### src/rtl/sar_seq_pkg.sv
package sar_seq_pkg;
    typedef enum logic [1:0] {
        PH_IDLE  = 2'b00,
        PH_BUF   = 2'b01,
        PH_FINAL = 2'b10,
        PH_RES   = 2'b11
    } phase_e;

    localparam int CODE_REF_LO  = 17;
    localparam int CODE_REF_HI  = 18;
    localparam int CODE_REF_MID = 19;
endpackage

### src/rtl/sar_chan_decode.sv
module sar_chan_decode #(
    parameter int CHAN_W  = 5,
    parameter int NUM_EXT = 16
) (
    input  logic              clk,
    input  logic              rst_n,
    input  logic              load_i,
    input  logic [CHAN_W-1:0] chan_i,
    output logic [CHAN_W-1:0] ch_sel_o,
    output logic              chan_ok_o
);
    import sar_seq_pkg::*;

    typedef struct packed {
        logic [CHAN_W-1:0] sel;
        logic              ok;
    } dec_t;

    dec_t st_d, st_q;
    logic code_ok;

    always_comb begin
        code_ok = (int'(chan_i) < NUM_EXT)
               || (int'(chan_i) == CODE_REF_LO)
               || (int'(chan_i) == CODE_REF_HI)
               || (int'(chan_i) == CODE_REF_MID);
        st_d = st_q;
        if (load_i) begin
            st_d.sel = chan_i;
            st_d.ok  = code_ok;
        end
    end

    always_ff @(posedge clk or negedge rst_n) begin
        if (!rst_n) st_q <= '0;
        else        st_q <= st_d;
    end

    assign ch_sel_o  = st_q.sel;
    assign chan_ok_o = st_q.ok;
endmodule

### src/rtl/sar_phase_ctrl.sv
module sar_phase_ctrl #(
    parameter int BUF_CYC   = 2,
    parameter int FIN_SHORT = 2,
    parameter int FIN_LONG  = 8,
    parameter int RES_BITS  = 10,
    parameter int CNT_W     = 4
) (
    input  logic             clk,
    input  logic             rst_n,
    input  logic             tick_i,
    input  logic             accept_i,
    input  logic             long_i,
    output sar_seq_pkg::phase_e phase_o,
    output logic [CNT_W-1:0] cnt_o,
    output logic             res_tick_o,
    output logic             finish_o
);
    import sar_seq_pkg::*;

    localparam logic [CNT_W-1:0] BUF_LAST = CNT_W'(BUF_CYC - 1);
    localparam logic [CNT_W-1:0] FS_LAST  = CNT_W'(FIN_SHORT - 1);
    localparam logic [CNT_W-1:0] FL_LAST  = CNT_W'(FIN_LONG - 1);
    localparam logic [CNT_W-1:0] RES_LAST = CNT_W'(RES_BITS - 1);

    typedef struct packed {
        phase_e           ph;
        logic [CNT_W-1:0] cnt;
        logic             lng;
    } seq_t;

    seq_t st_d, st_q;
    logic [CNT_W-1:0] fin_last;

    always_comb begin
        fin_last = st_q.lng ? FL_LAST : FS_LAST;
        st_d     = st_q;
        case (st_q.ph)
            PH_IDLE: begin
                if (accept_i) begin
                    st_d.ph  = PH_BUF;
                    st_d.cnt = '0;
                    st_d.lng = long_i;
                end
            end
            PH_BUF: begin
                if (tick_i) begin
                    if (st_q.cnt == BUF_LAST) begin
                        st_d.ph  = PH_FINAL;
                        st_d.cnt = '0;
                    end else begin
                        st_d.cnt = st_q.cnt + 1'b1;
                    end
                end
            end
            PH_FINAL: begin
                if (tick_i) begin
                    if (st_q.cnt == fin_last) begin
                        st_d.ph  = PH_RES;
                        st_d.cnt = '0;
                    end else begin
                        st_d.cnt = st_q.cnt + 1'b1;
                    end
                end
            end
            default: begin
                if (tick_i) begin
                    if (st_q.cnt == RES_LAST) begin
                        st_d.ph  = PH_IDLE;
                        st_d.cnt = '0;
                    end else begin
                        st_d.cnt = st_q.cnt + 1'b1;
                    end
                end
            end
        endcase
    end

    always_ff @(posedge clk or negedge rst_n) begin
        if (!rst_n) st_q <= '{ph: PH_IDLE, cnt: '0, lng: 1'b0};
        else        st_q <= st_d;
    end

    assign phase_o    = st_q.ph;
    assign cnt_o      = st_q.cnt;
    assign res_tick_o = (st_q.ph == PH_RES) && tick_i;
    assign finish_o   = (st_q.ph == PH_RES) && tick_i && (st_q.cnt == RES_LAST);

    // leaving the buffered phase only after its last enabled cycle
    a_r2_buf_len: assert property (@(posedge clk) disable iff (!rst_n)
        (st_q.ph == PH_FINAL && $past(st_q.ph) == PH_BUF)
        |-> ($past(st_q.cnt) == BUF_LAST && $past(tick_i)));

    // the direct phase lasts the length latched at start
    a_r3_final_len: assert property (@(posedge clk) disable iff (!rst_n)
        (st_q.ph == PH_RES && $past(st_q.ph) == PH_FINAL)
        |-> ($past(st_q.cnt) == (st_q.lng ? FL_LAST : FS_LAST)));

    // no progress without an enabled cycle
    a_r6_stall_hold: assert property (@(posedge clk) disable iff (!rst_n)
        (st_q.ph != PH_IDLE && !tick_i) |=> ($stable(st_q.ph) && $stable(st_q.cnt)));
endmodule

### src/rtl/sar_approx.sv
module sar_approx #(
    parameter int RES_BITS = 10,
    parameter int CNT_W    = 4
) (
    input  logic                clk,
    input  logic                rst_n,
    input  logic                clear_i,
    input  logic                in_res_i,
    input  logic                res_tick_i,
    input  logic                finish_i,
    input  logic [CNT_W-1:0]    cnt_i,
    input  logic                keep_i,
    output logic [RES_BITS-1:0] dac_code_o,
    output logic [RES_BITS-1:0] result_o,
    output logic                done_o
);
    localparam logic [CNT_W-1:0]    TOP_IDX = CNT_W'(RES_BITS - 1);
    localparam logic [RES_BITS-1:0] MSB_ONE = RES_BITS'(1) << (RES_BITS - 1);

    typedef struct packed {
        logic [RES_BITS-1:0] acc;
        logic [RES_BITS-1:0] res;
        logic                done;
    } sar_t;

    sar_t st_d, st_q;
    logic [CNT_W-1:0]    idx;
    logic [RES_BITS-1:0] trial;

    always_comb begin
        idx   = TOP_IDX - cnt_i;
        trial = st_q.acc | (RES_BITS'(1) << idx);
        st_d      = st_q;
        st_d.done = 1'b0;
        if (clear_i) begin
            st_d.acc = '0;
        end else if (res_tick_i) begin
            if (keep_i) st_d.acc = trial;
            if (finish_i) begin
                st_d.res  = keep_i ? trial : st_q.acc;
                st_d.done = 1'b1;
            end
        end
    end

    always_ff @(posedge clk or negedge rst_n) begin
        if (!rst_n) st_q <= '0;
        else        st_q <= st_d;
    end

    assign dac_code_o = in_res_i ? trial : '0;
    assign result_o   = st_q.res;
    assign done_o     = st_q.done;

    // completion pulse is a single clock wide
    a_r8_done_pulse: assert property (@(posedge clk) disable iff (!rst_n)
        done_o |=> !done_o);

    // result only moves together with the completion pulse
    a_r8_result_hold: assert property (@(posedge clk) disable iff (!rst_n)
        !done_o |-> $stable(result_o));

    // the first trial of every resolution is the top bit alone
    a_r4_msb_first: assert property (@(posedge clk) disable iff (!rst_n)
        $rose(in_res_i) |-> (dac_code_o == MSB_ONE));
endmodule

### src/rtl/sar_conv_seq.sv
module sar_conv_seq #(
    parameter int RES_BITS  = 10,
    parameter int CHAN_W    = 5,
    parameter int NUM_EXT   = 16,
    parameter int BUF_CYC   = 2,
    parameter int FIN_SHORT = 2,
    parameter int FIN_LONG  = 8
) (
    input  logic                clk,
    input  logic                rst_n,
    input  logic                conv_en_i,
    input  logic                start_i,
    input  logic [CHAN_W-1:0]   chan_i,
    input  logic                long_samp_i,
    input  logic                cmp_i,
    output logic [CHAN_W-1:0]   ch_sel_o,
    output logic [1:0]          phase_o,
    output logic [RES_BITS-1:0] dac_code_o,
    output logic                busy_o,
    output logic                done_o,
    output logic [RES_BITS-1:0] result_o
);
    import sar_seq_pkg::*;

    localparam int MAX_LEN = (RES_BITS > FIN_LONG) ? RES_BITS : FIN_LONG;
    localparam int CNT_W   = $clog2(MAX_LEN) + 1;

    phase_e           phase;
    logic [CNT_W-1:0] cnt;
    logic             res_tick, finish, accept, chan_ok, keep;

    assign accept = start_i && (phase == PH_IDLE);
    assign keep   = cmp_i && chan_ok;

    sar_chan_decode #(.CHAN_W(CHAN_W), .NUM_EXT(NUM_EXT)) u_dec (
        .clk(clk), .rst_n(rst_n), .load_i(accept), .chan_i(chan_i),
        .ch_sel_o(ch_sel_o), .chan_ok_o(chan_ok)
    );

    sar_phase_ctrl #(
        .BUF_CYC(BUF_CYC), .FIN_SHORT(FIN_SHORT), .FIN_LONG(FIN_LONG),
        .RES_BITS(RES_BITS), .CNT_W(CNT_W)
    ) u_phase (
        .clk(clk), .rst_n(rst_n), .tick_i(conv_en_i), .accept_i(accept),
        .long_i(long_samp_i), .phase_o(phase), .cnt_o(cnt),
        .res_tick_o(res_tick), .finish_o(finish)
    );

    sar_approx #(.RES_BITS(RES_BITS), .CNT_W(CNT_W)) u_sar (
        .clk(clk), .rst_n(rst_n), .clear_i(accept), .in_res_i(phase == PH_RES),
        .res_tick_i(res_tick), .finish_i(finish), .cnt_i(cnt), .keep_i(keep),
        .dac_code_o(dac_code_o), .result_o(result_o), .done_o(done_o)
    );

    assign phase_o = phase;
    assign busy_o  = (phase != PH_IDLE);

    // an idle start enters the buffered phase on the next clock
    a_r1_accept: assert property (@(posedge clk) disable iff (!rst_n)
        (start_i && !busy_o) |=> (busy_o && phase_o == 2'b01));

    // a start during a conversion leaves the channel untouched
    a_r7_busy_ignore: assert property (@(posedge clk) disable iff (!rst_n)
        (start_i && busy_o) |=> $stable(ch_sel_o));

    // unsupported channel codes complete with zero
    a_r10_bad_zero: assert property (@(posedge clk) disable iff (!rst_n)
        (done_o && !chan_ok) |-> (result_o == '0));
endmodule

### config.mk
export PLATFORM = sky130hd
export DESIGN_NAME = sar_conv_seq
export DESIGN_NICKNAME = d
export VERILOG_FILES = /design/src/rtl/sar_seq_pkg.sv /design/src/rtl/sar_chan_decode.sv /design/src/rtl/sar_phase_ctrl.sv /design/src/rtl/sar_approx.sv /design/src/rtl/sar_conv_seq.sv
export SDC_FILE = /design/constraint.sdc
export NUM_CORES = 1
export LEC_CHECK = 0
export ABC_CLOCK_PERIOD_IN_PS = 3600
export BUFFER_PORTS_ARGS = -buffer_cell sky130_fd_sc_hd__buf_2
export CORE_ASPECT_RATIO = 0.8
export CORE_MARGIN = 8
export CORE_UTILIZATION = 41
export DETAILED_ROUTE_END_ITERATION = 10
export REMOVE_ABC_BUFFERS = 1
export SKIP_LAST_GASP = 1
export SYNTH_ARGS = -nofsm -noshare
export SYNTH_HDL_FRONTEND = slang
export SYNTH_HIERARCHICAL = 1
export SYNTH_SLANG_ARGS = --single-unit
export TNS_END_PERCENT = 1
### constraint.sdc
create_clock -name clk -period 3.6 [get_ports clk]
set_input_delay 0.36 -clock clk [delete_from_list [all_inputs] [get_ports clk]]
set_output_delay 0.36 -clock clk [all_outputs]
set_load 0.005 [all_outputs]
# After elaboration in Yosys (flattened, before gate mapping)

Cells that the tools add are included.

Order comparisons: 1
Muxes and demuxes: 18
Div/mod/pow operators: 0
Shift-type cells: 1
Multipliers: 0
Add/sub/neg operators: 2
Equal/unequal tests: 14
Reductions and logical operators: 16
Bitwise logic cells: 2

Operators with widths:

| kind                 | count |
|---|---|
| $mux 10              | 3 |
| $mux 21              | 1 |
| $mux 7               | 3 |
| $pmux 7 s3           | 1 |
| $eq 5x5->1 const B   | 3 |
| $mux 5               | 3 |
| $mux 11              | 1 |
| $or 10x10->10        | 1 |
| $shl 1x5->10 const A | 1 |
| $mux 8               | 1 |
| $reduce_and 7->1     | 1 |
| $mux 2               | 3 |
| $ne 2x2->1 const B   | 3 |
| $reduce_bool 2->1    | 3 |
| $add 5x1->5 const B  | 1 |
| $eq 5x1->1 const B   | 1 |
| $eq 5x4->1 const B   | 1 |
| $eq 5x5->1           | 1 |
| $lt 5x5->1 const B   | 1 |
| $sub 4x5->5 const A  | 1 |
| $eq 2x2->1 const B   | 2 |
| $logic_and 1x1->1    | 4 |
| $ne 2x1->1 const B   | 2 |
| $reduce_and 4->1     | 1 |
| other kinds (9)      | 11 |

Memory bits (writable): 0
Memories: 0
Latch bits: 0
Input port bits: 11
Logic and storage cells: 62
Bits in read-only memories: 0
Output and inout port bits: 29
Flip-flop bits (word level): 35

# Logic depth before layout (Yosys ltp)

Depth in word-level cells: 7
Depth in mapped cells: 8

# Hierarchy

The synthesis kept the hierarchy.

By module, submodules not included:

| module          | times used | cells an instance | area an instance (um^2) |
|---|---|---|---|
| sar_approx      | 1          | 145               | 1,405.1 |
| sar_phase_ctrl  | 1          | 65                | 576.8 |
| sar_chan_decode | 1          | 16                | 255.2 |
| sar_conv_seq    | 1          | 4                 | 27.5 |

# Worst setup path before layout

Ideal clock, no wire load.

Kind: register to register
Start: register u_phase.st_q, in the netlist u_phase/phase_o[1]
End: register u_phase.st_q, in the netlist u_phase/cnt_o[2]
Path buffers: 1
Data arrival time: 1.894 ns
Slack: 1.576 ns
Setup time: 0.130 ns
Cell stages (with the launch flop): 7
Clock period less this slack: 2.024 ns
Path through: dfrtp_1 > nor3b_1 > o22ai_1 > clkbuf_1 > and2_2 > a31oi_1 > o41ai_1

Word-level cells in the longest chain between the ends: 4
Elaborated cells between the ends (all ways): 10
Classes of those cells: eq/ne (5); mux (1); reduce/logical (4)

Ends and longest elaborated chain:

| item                              | line                 | source |
|---|---|---|
| start: declaration                | sar_phase_ctrl.sv:31 | `seq_t st_d, st_q;` |
| start signal: assignment          | sar_phase_ctrl.sv:79 | `if (!rst_n) st_q <= '{ph: PH_IDLE, cnt: '0, lng: 1'b0};` |
| start signal: assignment          | sar_phase_ctrl.sv:80 | `else st_q <= st_d;` |
| $logic_not 2->1                   | sar_conv_seq.sv:32   | `assign accept = start_i && (phase == PH_IDLE);` |
| $logic_and 1x1->1                 | sar_conv_seq.sv:32   |  |
| via accept                        | sar_conv_seq.sv:30   | `logic res_tick, finish, accept, chan_ok, keep;` |
| $ne 2x2->1 (no source line)       | --                   |  |
| $reduce_and 4->1 (no source line) | --                   |  |

The timed path passes the listed nets, and every way through them passes these cells.
A chain may end at the register's enable or synchronous reset.

# Final worst setup path

Start: register u_phase.st_q, in the netlist u_phase/cnt_o[1]
End: output port dac_code_o[6]

Word-level cells in the longest chain between the ends: 4

Ends and longest elaborated chain:

| item             | line               | source |
|---|---|---|
| $sub 4x5->5      | sar_approx.sv:31   | `idx = TOP_IDX - cnt_i;` |
| $shl 1x5->10     | sar_approx.sv:32   | `trial = st_q.acc \| (RES_BITS'(1) << idx);` |
| $or 10x10->10    | sar_approx.sv:32   |  |
| $mux 10          | sar_approx.sv:51   | `assign dac_code_o = in_res_i ? trial : '0;` |
| end: declaration | sar_conv_seq.sv:18 | `output logic [RES_BITS-1:0] dac_code_o,` |

No other way between the ends.

==> flow_summary.ini <==
[outcome]
outcome = complete, no violations

[power_and_ir_drop]
p_total_mw = 1.897
p_leak_nw = 1.222
power.density_nw_per_um2 = 747.0
ir_worst_vdd_mv = 0.3929

[detailed_routing]
wl_met2_um = 2117
ant_nets = 0
routed_via_density = 5.359
top_layer_used = met4
dr.pass1.iters = 4
met1_length_um = 2394
drc = 0
wl_met3_um = 408
drt_iter0_drc = 108
wire_per_inst_um = 15.35
routed_wirelength_um = 4959
vias = 1731

[finish]
multiInputGateArea_um2 = 1185
nNetsFinal = 276
final_cells = 323
area.sequential_um2 = 875.8
fill_cells = 521
num_antenna_cells = 0
drive_above_1_share_pct = 29.46
area_growth_pct = 12.15

[clocking]
cts_hold_buf = 0
clkTransAtPathRegs_ns = 0.08
root_buffer = clkbuf_8
numCtsBuffers = 5
cts_tree = done
clkLatencyLatePin_ns = 0.29
cts_resized = 0
cts_sinks = 35
htreeDepth = 2
post_cts_buffers = 0
clockBufferDepth = 2

[worst_setup_path]
cp_max_fo = 14
crit_required_ns = 3.24
cp.depth = 6
cp_top_family = XOR/XNOR gates
cpMaxStageDelayCell = xnor2_1
reg2reg_from = u_phase/cnt_o[1]
cp-end-kind = output port
worstPathBufferInverterCount = 2
start_kind = flip-flop
worst_r2r_path_depth = 7
cpPeakStageDelay_ns = 0.79
cp.arrival_ns = 2.52
crit_chain = inv_1, ha_1, xnor2_1, nand4_1, o21ai_1, buf_2
startpoint = u_phase/cnt_o[1]
critical_path_class = reg2out

[synth]
synth_warnings = 6
syn-cell-area_um2 = 2265
synth-seq-area-share_pct = 38.67
synth_top_area_share_pct = 38.67
netlist_instances = 230
synth-seq-cells = 35
synth.avg_cell_area_um2 = 9.846
ys_types = 44
yosysTopAreaCell = dfrtp_1
ys_top_cells_by_area = dfrtp_1 (39%), mux2_4 (5.3%), mux2i_1 (4.9%), ha_1 (4.4%), o31ai_2 (4.4%)

[job]
maxCapViolCount = 0

[floorplanning]
rows = 24
die_h_um = 82.48
core_um2 = 5405
dieArea_um2 = 8173
initial_core_util_pct = 41.90
pin_count = 40
die-width_um = 99.10

[timing]
finalCritPeriodShare_pct = 80.04
fin_skew_ns = 0.01143
setup_ws_ns = 0.7187
min_period_ns = 2.881
rsz0062_at_grt = false
finalSetupTns_ns = 0
relSlewSlack_pct = 34.78
hold_viol_final = 0
setup_viol = 0
drv_slew = 0
worst_slew_pin_slew_ns = 0.9713
fmax_mhz = 347.1
whs_ns = 0.1579

[global_routing]
overflow = 0
grt_pass1_vias = 1656
grt_pass1_wl_um = 8224
grt_antenna_before_repair = 0
track_usage_pct = 12.61
grt_max_degree = 36

[placement]
io_buffer_count = 39
dp_hpwl_um = 3571
dp_cells = 315
gp_congestion = 0.7605
pre_cts_ws_ns = 1.029

[hold_path]
hold_path_class = in2async
==> flip-flops by register name, summed over array words and instances (netlist names) <==
name / count
u_sar/result_o: 10
u_sar/st_q: 10
u_dec/ch_sel_o: 5
u_phase/cnt_o: 5
u_phase/phase_o: 2
u_dec/chan_ok_o: 1
u_phase/st_q: 1
u_sar/done_o: 1
==> logic make-up after synthesis <==
family	Yosys count	synth area share (%)
multiplexers	24	13.76
adder cells (fa/ha/maj)	8	4.420
flip-flops	35	38.67
AND/OR/NAND/NOR	78	19.17
buffers and inverters	40	9.227
AO/OA/AOI/OAI	43	13.98
XOR/XNOR	2	0.7736
==> worst register-to-register path: stages, from the launching register on <==
cell	delay [ns]
dfrtp_1	0.52
inv_1	0.11
ha_1	0.16
and4bb_2	0.25
and2_1	0.13
nand3b_1	0.60
buf_4	0.44
o31ai_1	0.24
==> path summary, 6_finish.rpt <==
path | endpoint | slack [ns]
max in group asynchronous | u_dec/chan_ok_o | 2.93
hold / removal | u_sar/result_o[7] | 0.16
setup reg to reg | u_sar/result_o[0] | 1.07
hold reg to reg | u_sar/result_o[2] | 0.51
min in group clk | u_dec/chan_ok_o | 0.26
setup / recovery | dac_code_o[6] | 0.72
==> cells in the mapped netlist, drive strengths merged <==
cell type  count
dfrtp         35
nand2         24
inv           18
buf           17
mux2i         14
o31ai         14
nand3         13
o21ai         13
mux2          10
o22ai          9
ha             8
nor2           6
and2           5
clkbuf         5
nand3b         5
nand2b         4
nand4          3
nand4b         3
nor3b          3
a31oi          2
and4bb         2
nor2b          2
nor3           2
o41ai          2
a21oi          1
a22oi          1
and2b          1
and3b          1
and4b          1
nor4           1
o21a           1
or2            1
or3            1
xnor2          1
xor2           1
==> cell type report <==
class / count / share of cell area (%)
sequential: 35 / 34.48
inverter: 18 / 2.660
multi-input combinational: 155 / 46.65
tap: 65 / 3.202
clock inverter: 3 / 1.724
clock buffer: 5 / 2.709
timing repair buffer: 42 / 8.571
==> layer usage <==
metal / vias up / track usage [%]
met2: 54 / 19.65
met5: - / 0
met4: 0 / 3.614
li1: 860 / -
met3: 5 / 4.355
met1: 812 / 16.39
==> through the flow <==
| step | utilization (%) | cell area [µm²] |
|---|---|---|
| 2_1_floorplan | - | 2123 |
| 3_3_place_gp | 44.91 | 2427 |
| 3_5_place_dp | 44.91 | 2427 |
| 4_1_cts | 46.99 | 2540 |
| 5_1_grt | 46.99 | 2540 |
| 6_report | 46.99 | 2540 |
==> where the power goes <==
part | leakage [nW] | switching (mW) | internal [mW]
Sequential | 0.460 | 0.140 | 0.480
Clock | 0.0581 | 0.148 | 0.206
Combinational | 0.703 | 0.539 | 0.384
==> placed cells by master, fill, tap and decap left out, types with 2 or more instances in the layout <==
cell type and instances:
nor2_1 6, dfrtp_1 35, inv_1 18, mux2i_4 2, nand2b_1 4, mux2i_1 11
and2_1 3, nand3b_1 5, a31oi_1 2, o21ai_1 10, clkbuf_8 5, o31ai_2 8
nor2b_1 2, o41ai_1 2, ha_1 8, nand4_1 3, mux2_4 8, o21ai_0 3
nand2_1 24, buf_2 39, o22ai_1 9, nand3_1 13, nor3_1 2, o31ai_1 6
mux2_2 2, and4bb_2 2, nor3b_1 2, and2_2 2, nand4b_1 3, buf_4 3
(Power assumes the default switching activity.)
